`src/rtl/pg_pkg.sv`:
```
package pg_pkg;
   localparam int QUADS     = 4;
   localparam int QUAD_LSB  = 8;
   localparam int FRAME_LSB = 10;
   localparam int WORD_W    = 32;
   localparam int FIELD_W   = 16;

   typedef enum logic [1:0] {
      RK_MID  = 2'd0,
      RK_PSET = 2'd1,
      RK_PCLR = 2'd2,
      RK_NONE = 2'd3
   } reg_kind_e;
endpackage

```
`src/rtl/pg_decode.sv`:
```
module pg_decode #(
   parameter int NF = 4,
   parameter int NM = 16,
   parameter logic [NF*4-1:0]  MAPPED = '1,
   parameter logic [NF*4-1:0]  LEAD   = '1,
   parameter logic [NF*NM-1:0] CONN   = '1,
   localparam int FW = (NF > 1) ? $clog2(NF) : 1,
   localparam int MW = (NM > 1) ? $clog2(NM) : 1,
   localparam int QW = $clog2(NF*4)
) (
   input  logic [FW-1:0] frame,
   input  logic [1:0]    quad,
   input  logic [MW-1:0] master,
   output logic          hit,
   output logic          conn_ok,
   output logic [QW-1:0] eff_idx
);
   import pg_pkg::*;

   always_comb begin
      int  base;
      int  eq;
      logic found;
      base    = 0;
      eq      = 0;
      found   = 1'b0;
      hit     = 1'b0;
      conn_ok = 1'b0;
      if (int'(frame) < NF && int'(master) < NM) begin
         base = int'(frame) * QUADS;
         for (int k = 0; k < QUADS; k++) begin
            if (k <= int'(quad) && LEAD[base + k]) begin
               eq    = k;
               found = 1'b1;
            end
         end
         hit     = found && MAPPED[base + int'(quad)];
         conn_ok = CONN[int'(frame) * NM + int'(master)];
      end
      eff_idx = QW'(base + eq);
   end
endmodule

```
`src/rtl/pg_regs.sv`:
```
module pg_regs #(
   parameter int NF = 4,
   parameter int NM = 16,
   parameter logic [NF*4-1:0] LEAD  = '1,
   parameter logic [NF-1:0]   USER  = '1,
   localparam int NQ = NF*4,
   localparam int IW = $clog2(2*NF + 2)
) (
   input  logic             clk,
   input  logic             rst_n,
   input  logic             cfg_en,
   input  logic             cfg_we,
   input  logic             cfg_priv,
   input  logic [IW-1:0]    cfg_idx,
   input  logic [31:0]      cfg_wdata,
   output logic             cfg_ack,
   output logic             cfg_err,
   output logic [31:0]      cfg_rdata,
   output logic [NQ*NM-1:0] en_flat,
   output logic [NQ-1:0]    prot_flat
);
   import pg_pkg::*;

   reg_kind_e   kind;
   logic [31:0] rd_val;
   logic        wr_ok;
   logic        mid_wr;
   logic        pset_wr;
   logic        pclr_wr;

   always_comb begin
      if (int'(cfg_idx) < 2*NF)        kind = RK_MID;
      else if (int'(cfg_idx) == 2*NF)  kind = RK_PSET;
      else if (int'(cfg_idx) == 2*NF+1) kind = RK_PCLR;
      else                             kind = RK_NONE;
   end

   assign wr_ok   = cfg_en && cfg_we && cfg_priv && (kind != RK_NONE);
   assign mid_wr  = wr_ok && (kind == RK_MID);
   assign pset_wr = wr_ok && (kind == RK_PSET);
   assign pclr_wr = wr_ok && (kind == RK_PCLR);

   always_comb begin
      int b;
      b      = 0;
      rd_val = '0;
      if (kind == RK_MID) begin
         b      = (int'(cfg_idx) / 2) * QUADS + (int'(cfg_idx) % 2) * 2;
         rd_val = {FIELD_W'(en_flat[(b+1)*NM +: NM]), FIELD_W'(en_flat[b*NM +: NM])};
      end else if (kind != RK_NONE) begin
         rd_val = WORD_W'(prot_flat);
      end
   end

   for (genvar q = 0; q < NQ; q++) begin : g_q
      localparam int F = q / QUADS;
      localparam int H = (q % QUADS) / 2;
      localparam int L = q % 2;
      if (LEAD[q]) begin : g_en
         logic [NM-1:0] en_r;
         always_ff @(posedge clk or negedge rst_n) begin
            if (!rst_n)
               en_r <= '1;
            else if (mid_wr && int'(cfg_idx) == 2*F + H)
               en_r <= cfg_wdata[L*FIELD_W +: NM];
         end
         assign en_flat[q*NM +: NM] = en_r;
      end else begin : g_no_en
         assign en_flat[q*NM +: NM] = '0;
      end
      if (LEAD[q] && USER[F]) begin : g_prot
         logic p_r;
         always_ff @(posedge clk or negedge rst_n) begin
            if (!rst_n)
               p_r <= 1'b0;
            else if (pset_wr && cfg_wdata[q])
               p_r <= 1'b1;
            else if (pclr_wr && cfg_wdata[q])
               p_r <= 1'b0;
         end
         assign prot_flat[q] = p_r;
      end else begin : g_no_prot
         assign prot_flat[q] = 1'b0;
      end
   end

   always_ff @(posedge clk or negedge rst_n) begin
      if (!rst_n) begin
         cfg_ack   <= 1'b0;
         cfg_err   <= 1'b0;
         cfg_rdata <= '0;
      end else begin
         cfg_ack   <= cfg_en;
         cfg_err   <= cfg_en && ((kind == RK_NONE) || (cfg_we && !cfg_priv));
         cfg_rdata <= (cfg_en && !cfg_we && kind != RK_NONE) ? rd_val : '0;
      end
   end

   wire unused_wdata = ^cfg_wdata;
endmodule

```
`src/rtl/pg_gate.sv`:
```
module pg_gate #(
   parameter int NF = 4,
   parameter int NM = 16,
   localparam int NQ = NF*4,
   localparam int QW = $clog2(NF*4),
   localparam int MW = (NM > 1) ? $clog2(NM) : 1
) (
   input  logic             clk,
   input  logic             rst_n,
   input  logic             req_valid,
   input  logic             req_priv,
   input  logic             req_write,
   input  logic [MW-1:0]    master,
   input  logic             hit,
   input  logic             conn_ok,
   input  logic [QW-1:0]    eff_idx,
   input  logic [NQ*NM-1:0] en_flat,
   input  logic [NQ-1:0]    prot_flat,
   input  logic [31:0]      slv_rdata,
   output logic             slv_sel,
   output logic             rsp_valid,
   output logic             rsp_err,
   output logic [31:0]      rsp_rdata
);
   logic pass;

   always_comb begin
      pass = 1'b0;
      if (req_valid && hit && conn_ok)
         pass = en_flat[int'(eff_idx)*NM + int'(master)] &&
                (req_priv || !prot_flat[eff_idx]);
   end

   assign slv_sel = pass;

   always_ff @(posedge clk or negedge rst_n) begin
      if (!rst_n) begin
         rsp_valid <= 1'b0;
         rsp_err   <= 1'b0;
         rsp_rdata <= '0;
      end else begin
         rsp_valid <= req_valid;
         rsp_err   <= req_valid && !pass;
         rsp_rdata <= (pass && !req_write) ? slv_rdata : '0;
      end
   end
endmodule

```
`src/rtl/periph_guard.sv`:
```
module periph_guard #(
   parameter int N_FRAMES  = 4,
   parameter int N_MASTERS = 16,
   parameter logic [N_FRAMES*4-1:0]         QUAD_MAPPED = 16'hFFF3,
   parameter logic [N_FRAMES*4-1:0]         QUAD_LEAD   = 16'h1F51,
   parameter logic [N_FRAMES-1:0]           USER_FRAMES = 4'b0111,
   parameter logic [N_FRAMES*N_MASTERS-1:0] MASTER_CONN = 64'h0FFF_00FF_FFFF_FFF7,
   localparam int FW = (N_FRAMES > 1) ? $clog2(N_FRAMES) : 1,
   localparam int AW = pg_pkg::FRAME_LSB + FW,
   localparam int MW = (N_MASTERS > 1) ? $clog2(N_MASTERS) : 1,
   localparam int IW = $clog2(2*N_FRAMES + 2),
   localparam int NQ = N_FRAMES*4,
   localparam int QW = $clog2(N_FRAMES*4)
) (
   input  logic          clk,
   input  logic          rst_n,
   input  logic          req_valid,
   input  logic [AW-1:0] req_addr,
   input  logic          req_write,
   input  logic [31:0]   req_wdata,
   input  logic          req_priv,
   input  logic [MW-1:0] req_master,
   output logic          rsp_valid,
   output logic          rsp_err,
   output logic [31:0]   rsp_rdata,
   output logic          slv_sel,
   output logic [AW-1:0] slv_addr,
   output logic          slv_write,
   output logic [31:0]   slv_wdata,
   input  logic [31:0]   slv_rdata,
   input  logic          cfg_en,
   input  logic          cfg_we,
   input  logic          cfg_priv,
   input  logic [IW-1:0] cfg_idx,
   input  logic [31:0]   cfg_wdata,
   output logic          cfg_ack,
   output logic          cfg_err,
   output logic [31:0]   cfg_rdata
);
   import pg_pkg::*;

   if (N_FRAMES < 1 || N_FRAMES > 8) begin : g_bad_frames
      $error("periph_guard: N_FRAMES must lie in 1..8");
   end
   if (N_MASTERS < 1 || N_MASTERS > FIELD_W) begin : g_bad_masters
      $error("periph_guard: N_MASTERS must lie in 1..16");
   end
   for (genvar q = 0; q < NQ; q++) begin : g_span_chk
      if (QUAD_LEAD[q] && !QUAD_MAPPED[q]) begin : g_lead_unmapped
         $error("periph_guard: span start on an empty quadrant");
      end
      if (QUAD_MAPPED[q] && (QUAD_LEAD[(q/QUADS)*QUADS +: (q%QUADS)+1] == '0)) begin : g_no_lead
         $error("periph_guard: populated quadrant without a span start below it");
      end
   end

   logic [NQ*N_MASTERS-1:0] en_flat;
   logic [NQ-1:0]           prot_flat;
   logic                    hit;
   logic                    conn_ok;
   logic [QW-1:0]           eff_idx;

   pg_decode #(
      .NF(N_FRAMES), .NM(N_MASTERS),
      .MAPPED(QUAD_MAPPED), .LEAD(QUAD_LEAD), .CONN(MASTER_CONN)
   ) i_decode (
      .frame   (req_addr[AW-1:FRAME_LSB]),
      .quad    (req_addr[QUAD_LSB+1:QUAD_LSB]),
      .master  (req_master),
      .hit     (hit),
      .conn_ok (conn_ok),
      .eff_idx (eff_idx)
   );

   pg_regs #(
      .NF(N_FRAMES), .NM(N_MASTERS), .LEAD(QUAD_LEAD), .USER(USER_FRAMES)
   ) i_regs (
      .clk       (clk),
      .rst_n     (rst_n),
      .cfg_en    (cfg_en),
      .cfg_we    (cfg_we),
      .cfg_priv  (cfg_priv),
      .cfg_idx   (cfg_idx),
      .cfg_wdata (cfg_wdata),
      .cfg_ack   (cfg_ack),
      .cfg_err   (cfg_err),
      .cfg_rdata (cfg_rdata),
      .en_flat   (en_flat),
      .prot_flat (prot_flat)
   );

   pg_gate #(
      .NF(N_FRAMES), .NM(N_MASTERS)
   ) i_gate (
      .clk       (clk),
      .rst_n     (rst_n),
      .req_valid (req_valid),
      .req_priv  (req_priv),
      .req_write (req_write),
      .master    (req_master),
      .hit       (hit),
      .conn_ok   (conn_ok),
      .eff_idx   (eff_idx),
      .en_flat   (en_flat),
      .prot_flat (prot_flat),
      .slv_rdata (slv_rdata),
      .slv_sel   (slv_sel),
      .rsp_valid (rsp_valid),
      .rsp_err   (rsp_err),
      .rsp_rdata (rsp_rdata)
   );

   assign slv_addr  = req_addr;
   assign slv_write = req_write;
   assign slv_wdata = req_wdata;
endmodule

```
`config.mk`:
```
export PLATFORM = sky130hd
export DESIGN_NAME = periph_guard
export DESIGN_NICKNAME = d
export VERILOG_FILES = /design/src/rtl/pg_pkg.sv /design/src/rtl/pg_decode.sv /design/src/rtl/pg_regs.sv /design/src/rtl/pg_gate.sv /design/src/rtl/periph_guard.sv
export SDC_FILE = /design/constraint.sdc
export NUM_CORES = 1
export LEC_CHECK = 0
export BUFFER_PORTS_ARGS = -buffer_cell sky130_fd_sc_hd__buf_2
export CORE_MARGIN = 3
export CORE_UTILIZATION = 51
export DETAILED_ROUTE_END_ITERATION = 12
export PLACE_DENSITY = 0.76
export SLEW_MARGIN = 30
export SYNTH_ARGS = -nofsm -noshare
export SYNTH_HDL_FRONTEND = slang
export SYNTH_HIERARCHICAL = 1
export SYNTH_SLANG_ARGS = --single-unit
```
`constraint.sdc`:
```
create_clock -name clk -period 3.9 [get_ports clk]
set_input_delay 0.78 -clock clk [delete_from_list [all_inputs] [get_ports clk]]
set_output_delay 0.78 -clock clk [all_outputs]
set_load 0.005 [all_outputs]
```
; Word-level counts from Yosys, hierarchy flattened
; Memories as Yosys holds them, arrays and structs flattened.
; Cells that the tools add are included.
[classes]
n_lt_le_gt_ge = 12
eq_ne = 11
n_mux = 46
n_shift = 2
n_reduce_logical = 55
addsub = 9
[ops]
columns = operator, count
row1 = $shiftx A256 B32 Y16, 2
row2 = $lt A32 B6 Y1 const B, 4
row3 = $mux W32, 3
row4 = $logic_and A1 B1 Y1, 39
row5 = $mux W1, 35
row6 = $lt A32 B10 Y1 const B, 1
row7 = $lt A32 B8 Y1 const B, 1
row8 = $add A28 B2 Y28 const B, 1
row9 = $eq A4 B4 Y1 const B, 5
row10 = $reduce_bool A2 Y1, 7
row11 = $mux W12, 1
row12 = $add A4 B2 Y5 const B, 2
row13 = $lt A4 B5 Y1 const B, 2
row14 = $add A8 B4 Y9, 1
row15 = $bmux W1 S8, 1
row16 = $eq A4 B3 Y1 const B, 2
row17 = $mux W2, 4
row18 = $add A6 B4 Y7, 1
row19 = $add A5 B2 Y6, 1
row20 = $add A4 B1 Y5 const B, 1
row21 = $add A4 B2 Y5, 1
row22 = $logic_not A1 Y1, 5
row23 = $add A4 B2 Y4, 1
row24 = $bmux W1 S4, 1
row25 = 10 further kinds, 13
[word_totals]
rom_bits = 128
input_bits = 124
wordCells = 161
out_inout_bits = 114
n_memories = 5
ff_bits = 203
[mem_list]
columns = name, depth, word_bits, rd, rd_ports_with_merged_regs, write_ports, line
row1 = (no name shown), 64, 1, 1, 0, 0, pg_decode.sv:38  ; conn_ok = CONN[int'(frame) * NM + int'(master)];
row2 = (no name shown), 16, 1, 1, 0, 0, pg_decode.sv:32  ; if (k <= int'(quad) && LEAD[base + k]) begin
row3 = (no name shown), 16, 1, 1, 0, 0, pg_decode.sv:32
row4 = (no name shown), 16, 1, 1, 0, 0, pg_decode.sv:32
row5 = (no name shown), 16, 1, 1, 0, 0, pg_decode.sv:37  ; hit = found && MAPPED[base + int'(quad)];

; Longest topological paths before layout
; Gate-level depths: netlist of the first run.
[logic_depth]
word_depth = 17
ltp_mapped = 14
ltp_nobuf = 11

; Hierarchy
; The synthesis of the first run kept the hierarchy.
[modules_own_cells]
columns = module, cells_each, n_inst, area_each_um2
row1 = pg_regs, 678, 1, 8635.8
row2 = pg_gate, 296, 1, 3647.2
row3 = periph_guard, 45, 1, 337.8
row4 = pg_decode, 13, 1, 88.8

; Worst setup path after synthesis of the first run
; OpenSTA, ideal clock, no wires.
[synth_path]
kind = in2out
startpoint = in req_addr[10]
endpoint = out slv_sel
arrival_ns = 3.139
stages = 10
required_ns = 3.120
path_slack_ns = -0.019
path_cell_list = inv_1 ha_1 a21oi_1 nor2b_1 mux4_1 mux4_2 nand2b_1 nand4_1 or2_2 o22ai_1
[synth_between]
elab_chain_len = 15
word_cells_on_any_way = 46
[synth_lines]
columns = element, line
row1 = start: declaration, periph_guard.sv:18  ; input logic [AW-1:0] req_addr,
row2 = $add A4 B1 Y5, pg_decode.sv:32
row3 = $mem_v2 Z16 W1, n/a
row4 = $mux W1 (implied by the code) (2 in series), pg_decode.sv:32
row5 = $logic_and A1 B1 Y1, pg_decode.sv:32
row6 = $mux W1, pg_decode.sv:32
row7 = $mux W2, pg_decode.sv:32
row8 = $mux W2 (*), pg_decode.sv:32
row9 = $add A4 B2 Y4 (*), pg_decode.sv:40  ; eff_idx = QW'(base + eq);
row10 = via eff_idx[0], periph_guard.sv:61  ; logic [QW-1:0] eff_idx;
row11 = $add A8 B4 Y9 / $bmux W1 S4 (equally long branches), "pg_gate.sv:30, pg_gate.sv:31"
row12 = $bmux W1 S8 / $mux W1 (equally long branches), "pg_gate.sv:30, pg_gate.sv:31"
row13 = $mux W1 (implied by the code) / $logic_not A1 Y1 (equally long branches), "pg_gate.sv:30, pg_gate.sv:31"
row14 = $mux W1 (implied by the code) / $logic_or A1 B1 Y1 (equally long branches), "pg_gate.sv:30, pg_gate.sv:31"
row15 = $logic_and A1 B1 Y1 (*), pg_gate.sv:30  ; pass = en_flat[int'(eff_idx)*NM + int'(master)] &&
row16 = $mux W1 (*), pg_gate.sv:29  ; if (req_valid && hit && conn_ok)
row17 = end: declaration, periph_guard.sv:26  ; output logic slv_sel,
; Mark *: on every way through the listed nets, which the timed path passes. The rest lies on a longest branch. The select of a mux whose other input is x is not followed.

; Worst setup path after layout of the first run
; Same ends and word-level chain as after synthesis.

==> impl_metrics.ini, run 1 <==
[placed_design]
placed_area_sq_um = 13000
dp_hpwl_mm = 21.7
finalWeightedCongestion = 0.995
post-place-cells = 1444
port-buffer-count = 157

[yosys]
synthArstFlopShare = 1.00
synth_edf_count = 0
syn_inst = 1032
synthAdderAreaFrac = 0.000984
netlist.top_cell.by_area = dfstp_2
synthXorXnorAreaFrac = 0
yosysSeqAreaShare = 0.412
synth_common_cells = 206 x buf_4, 128 x dfstp_2, 104 x mux2_2
synth_top_area_frac = 0.265
yosys.area_share.simple = 0.0595
synth_compound_area_frac = 0.0943
synth_top_family_by_area = multiplexers
synth_area_leaders = dfstp_2 26%, dfrtp_1 15%, buf_4 12%, mux2_2 9.2%, mux4_2 8.2%
synth_ff_type = dfstp_2
syn_area_sq_um = 12700
synthDistinctLibCells = 63
synth_seq_cells = 203
yosys_warnings = 6
muxShareOfSynthArea = 0.284
synthMostInstantiatedCell = buf_4
avgSynthCellArea_sq_um = 12.3

[sta]
finClkSkew_ns = 0.0178
tightest_slew_ns = 0.869
finalCriticalPeriod_ns = 3.89
maxSlewViolCount = 0
slew_headroom = 0.418
rsz0062_at_grt = yes
post-route-period-util = 0.997
max_clock_freq_mhz = 257
finalHoldViolations = 0
setup_viol = 0

[clock_network]
clockBufferDepth = 3
insertion_delay_ns = 0.52
cts_root_buf = clkbuf_16
cts_max_level = 1
cts_made_buffers = 23
tritoncts = built
clk_pin_slew_ns = 0.06
cts_hold_buf = 0
cts_num_sinks = 203

[power_and_ir_drop]
powerDensity_nw_per_um2 = 414
p_leak_nw = 6.49
peakVddDrop_mv = 0.356
power_mw = 5.76

[finish]
fin_util = 0.571
drive_above_1_share = 0.523
n_antenna_cell = 0
nets = 1272
fillers = 2011
synthToLayoutAreaGrowth_pct = 9.62
fin_area_sq_um = 13900
final_cells = 1488

[global_route]
antenna_found_initial = 1
grt_max_degree = 131
gr-total-overflow = 0
grt_pass1_wl_mm = 46.3
grt_pass1_vias = 8181
grt_use_total = 0.221

[setup_path]
slowest_delay_ns = 0.54
cp_max_fo = 5
crit_arrival_ns = 3.11
worstSetupPathType = input port to output port
endpoint_kind = output port
critPathMostFrequentCell = mux4_2
worstPathRequired_ns = 3.12
cpMaxStageDelayCell = mux4_2
crit_chain = buf_8 > inv_4 > ha_4 > a21oi_4 > nor2b_4 > mux4_2 > mux4_2 > nand2b_1 > nand4_1 > or2_4 > o22ai_2 > buf_2
startpoint_type = input port

[min_path]
hp-class = input port to async pin

[drt]
vias = 8173
vias_per_cell = 5.49
drc = 0
routedWlPerCell_microns = 20.3
drt-initial-drc-count = 640
wirelength_mm = 30.2
ant_nets = 0
firstDrtPassIters = 6

[floorplan]
num_io_pins = 238
die_w_microns = 164
die_y_microns = 164
fp.dieArea_sq_um = 26900
fp.coreArea_sq_um = 24400
rows = 57
initial_core_util = 0.521

[job]
cap_violations = 0

[outcome]
outcome = complete, no violations
[critical path, delay by kind of cell]
family,cells,cell delay [ns]
AOI/OAI and AO/OA,2,0.19
buffers and inverters,3,0.24
muxes,2,1.00
and+or+nand+nor,4,0.63
adders and majority gates,1,0.27
[flip-flops by register name, summed over array words and instances, names as in the netlist]
name,cells
i_regs/cfg_rdata,32
i_regs/g_q.g_prot.p_r,7
i_regs/cfg_err,1
i_regs/g_q.g_en.en_r,128
i_regs/cfg_ack,1
i_gate/rsp_rdata,32
i_gate/rsp_valid,1
i_gate/rsp_err,1
[per-stage QoR]
step / setup WS [ns] / hold WS, ns / setup TNS [ns]
floorplan: 0.0727 / 0.484 / 0
global placement: -0.267 / 0.548 / -5.57
detailed placement: -0.304 / 0.554 / -8.04
CTS: -0.00813 / 0.299 / -0.00813
global route: -0.114 / 0.300 / -0.114
finish: 0.0136 / 0.253 / 0
[cell usage in the layout (no fill, tap or decap), types with 3 or more instances in the layout]
cell,netlist,final
o21ai_0,4,3
clkbuf_1,16,5
clkbuf_16,0,24
nor2b_1,8,5
clkbuf_8,0,6
nand3_1,11,11
nor2_1,42,40
a21boi_0,4,4
or3_1,6,5
dfstp_2,128,128
mux2_4,28,28
bufinv_16,0,3
a22oi_1,39,37
mux4_2,46,49
nand2b_1,13,12
a221oi_1,11,11
a21o_1,7,7
a211oi_1,4,4
a21boi_2,30,30
dfrtp_1,75,75
buf_12,0,4
mux2i_1,75,75
a21oi_1,17,16
a22o_1,3,3
o2bb2ai_1,8,8
nor3_1,3,3
nand2_1,38,38
and2_1,5,5
mux2_1,14,14
conb_1,1,137
buf_4,206,49
mux2_2,104,104
inv_1,10,9
buf_2,21,153
nor4_1,3,3
[cells by family after synthesis]
family | Yosys count
mux | 270
buf+inv | 266
flops | 203
compound gates | 146
simple gates | 145
fa+ha+maj | 1
other cells | 1
[final timing paths]
path / startpoint / slack (ns) / to / depth (start not counted)
max in group asynchronous: rst_n / 2.81 / i_regs/g_q[10].g_en.en_r[15]$_DFFE_PN1P_ / 2
max: req_addr[10] / 0.01 / slv_sel / 12
min reg2reg: i_regs/g_q[4].g_prot.p_r$_DFFE_PN0P_ / 0.57 / i_regs/g_q[4].g_prot.p_r$_DFFE_PN0P_ / 2
min: rst_n / 0.25 / i_regs/cfg_rdata[16]$_DFF_PN0_ / 1
max reg2reg: i_regs/g_q[6].g_prot.p_r$_DFFE_PN0P_ / 0.93 / i_gate/rsp_rdata[11]$_DFF_PN0_ / 9
min in group clk: req_valid / 0.41 / i_gate/rsp_valid$_DFF_PN0_ / 1
[cell type report]
class,count,area [sq um],area share
clock inverters,8,136,0.00979
flip-flops and latches,203,5240,0.376
well taps,324,405,0.0291
repair buffers,210,1280,0.0916
clock buffers,34,677,0.0486
multi-input cells,699,6160,0.442
inverters,10,40.0,0.00287
[repair_timing]
| action | CTS | global route |
|---|---|---|
| endpoints found under the hold margin | 0 | 0 |
| pin swaps | 10 | 3 |
| endpoints found under the setup margin | 1 | 1 |
| gates resized for setup | 21 | 3 |
| buffers inserted | 2 | 1 |
[routing by layer]
layer | GRT usage | part of all wire | vias to the layer above
met1 | 0.293 | 0.41 | 4144
met2 | 0.370 | 0.49 | 321
met3 | 0.0383 | 0.067 | 68
met4 | 0.0681 | 0.031 | 2
met5 | 0 | 0.00036 | -
li1 | - | - | 3638
[report_power, final]
part / internal, mW / leakage, nW / switching (mW)
logic: 0.471 / 3.76 / 0.439
clock network: 1.41 / 0.397 / 0.880
registers: 2.42 / 2.33 / 0.149
Note: power is estimated with default switching activity, not from simulation.
==> inputs of run 2 (changes only) <==
Settings changed: CORE_UTILIZATION 51 to 47, PLACE_DENSITY 0.76 to 0.71.
==> impl_metrics.ini, run 2 (same netlist as run 1, synthesis figures left out) <==
[clock_network]
cts_num_sinks = 203
cts_hold_buf = 0
clk_pin_slew_ns = 0.06
cts_root_buf = clkbuf_16
tritoncts = built
cts_made_buffers = 23
clockBufferDepth = 3
cts_max_level = 1
insertion_delay_ns = 0.51

[drt]
vias = 8018
routedWlPerCell_microns = 19.9
drc = 0
wirelength_mm = 29.8
firstDrtPassIters = 5
vias_per_cell = 5.36
ant_nets = 0
drt-initial-drc-count = 539

[sta]
slew_headroom = 0.368
finClkSkew_ns = 0.0110
finalHoldViolations = 0
max_clock_freq_mhz = 257
tightest_slew_ns = 0.945
finalCriticalPeriod_ns = 3.89
rsz0062_at_grt = yes
post-route-period-util = 0.998
maxSlewViolCount = 0
fin_setup_tns_ns = 0
setup_viol = 0

[power_and_ir_drop]
p_int_mw = 4.19
comb_power_share = 0.161
p_sw_mw = 1.44
power_mw = 5.63
powerDensity_nw_per_um2 = 405
seqPwrFrac = 0.455
peakVddDrop_mv = 0.368
p_leak_nw = 6.45
swShare = 0.256
clock_power_share = 0.384

[floorplan]
rows = 59
die_w_microns = 170
num_io_pins = 238
initial_core_util = 0.482
fp.coreArea_sq_um = 26400
fp.dieArea_sq_um = 29100
die_y_microns = 170

[finish]
drive_above_1_share = 0.526
fin_util = 0.527
layout_common_cells = 153 x buf_2, 137 x conb_1, 128 x dfstp_2, 104 x mux2_2
largestRegisters = i_regs/g_q.g_en.en_r x128, i_gate/rsp_rdata x32, i_regs/cfg_rdata x32
fin_area_sq_um = 13900
final_cells = 1495
layout_commonest_cell = buf_2
synthToLayoutAreaGrowth_pct = 9.35
nets = 1268
top_register = i_regs/g_q.g_en.en_r
n_antenna_cell = 0
largest_reg_flops = 128

[setup_path]
endpoint_kind = output port
slowest_delay_ns = 0.53
critPathTopFamily = multiplexers
critPathBufInv = 2
cp_max_fo = 5
cpMaxStageDelayCell = mux4_2
worstPathRequired_ns = 3.12
startpoint_type = input port
crit_chain = buf_6 > ha_4 > a21oi_4 > nor2b_4 > mux4_2 > mux4_2 > nand2b_1 > nand4_1 > or2_4 > o22ai_2 > buf_2
crit_arrival_ns = 3.11
worstSetupPathType = input port to output port
critPathMostFrequentCell = mux4_2

[global_route]
antenna_found_initial = 1
grt_use_total = 0.203
grt_pass1_vias = 8192
gr-total-overflow = 0
grt_max_degree = 105
grt_pass1_wl_mm = 46.4

[placed_design]
placed_area_sq_um = 13000
post-place-cells = 1453
port-buffer-count = 157
finalWeightedCongestion = 0.895
dp_hpwl_mm = 21.7

[outcome]
outcome = complete, no violations

[min_path]
hp-class = input port to async pin

[job]
cap_violations = 0
-- run 2: cell count changes in the layout (fill, tap and decap cells not counted), sizes merged --
cell      before  now
bufinv         3    2
clkbuf        35   32
clkinv         3    4
inv           11   13
clkinvlp       1    2
buf          209  205
-- run 2: area by class of cell --
type	instances	area, sq um
timing repair buffer	206	1260
sequential	203	5240
fill	2249	12500
inverter	10	40.0
clock buffer	31	646
multi-input combinational	699	6170
clock inverter	11	121
tap	335	419
-- run 2: stage by stage --
step / hold slack [ns] / worst slack (ns)
floorplan: 0.484 / 0.0727
global placement: 0.562 / -0.276
detailed placement: 0.570 / -0.331
CTS: 0.394 / -0.0468
global route: 0.408 / -0.103
finish: 0.336 / 0.00919
-- run 2: power by group through the flow --
stage	logic (mW)	registers, mW	clock network, mW
4_1_cts	0.896	2.56	2.22
6_report	0.906	2.56	2.16
5_1_grt	0.980	2.59	2.30
3_5_place_dp	0.876	2.59	0
2_1_floorplan	0.740	2.53	0
3_3_place_gp	0.862	2.58	0
-- run 2: per-layer routing --
layer | global-route usage | part of all wire | vias to the layer above
li1 | - | - | 3636
met1 | 0.279 | 0.44 | 4076
met2 | 0.331 | 0.48 | 240
met3 | 0.0330 | 0.053 | 64
met4 | 0.0631 | 0.029 | 2
met5 | 0 | 0.00023 | -
-- run 2: worst reg2reg max path, stage by stage, from the launching register on --
cell      delay, ns
dfrtp_1        0.44
mux4_2         0.47
mux4_2         0.46
nand2b_1       0.08
nand4_1        0.09
buf_4          0.16
or3_1          0.33
or4_4          0.49
buf_4          0.22
a21boi_2       0.12
-- run 2: timing repair --
| item | in CTS | in global routing |
|---|---|---|
| resized for setup | 22 | 6 |
| pin swaps | 8 | 7 |
| buffers inserted | 1 | 0 |
| setup endpoints to repair | 1 | 1 |
| gates cloned | 0 | 0 |
-- run 2: path summary, 6_finish.rpt --
kind	start	end	slack, ns	depth (start not counted)
setup / recovery	req_addr[11]	slv_sel	0.009	11
hold / removal	rst_n	i_regs/cfg_rdata[20]$_DFF_PN0_	0.34	1
setup reg to reg	i_regs/g_q[6].g_prot.p_r$_DFFE_PN0P_	i_gate/rsp_rdata[3]$_DFF_PN0_	0.96	9
hold reg to reg	i_regs/g_q[11].g_prot.p_r$_DFFE_PN0P_	i_regs/g_q[11].g_prot.p_r$_DFFE_PN0P_	0.57	2
max in group asynchronous	rst_n	i_gate/rsp_rdata[2]$_DFF_PN0_	2.57	2
min in group clk	cfg_en	i_regs/cfg_ack$_DFF_PN0_	0.42	1
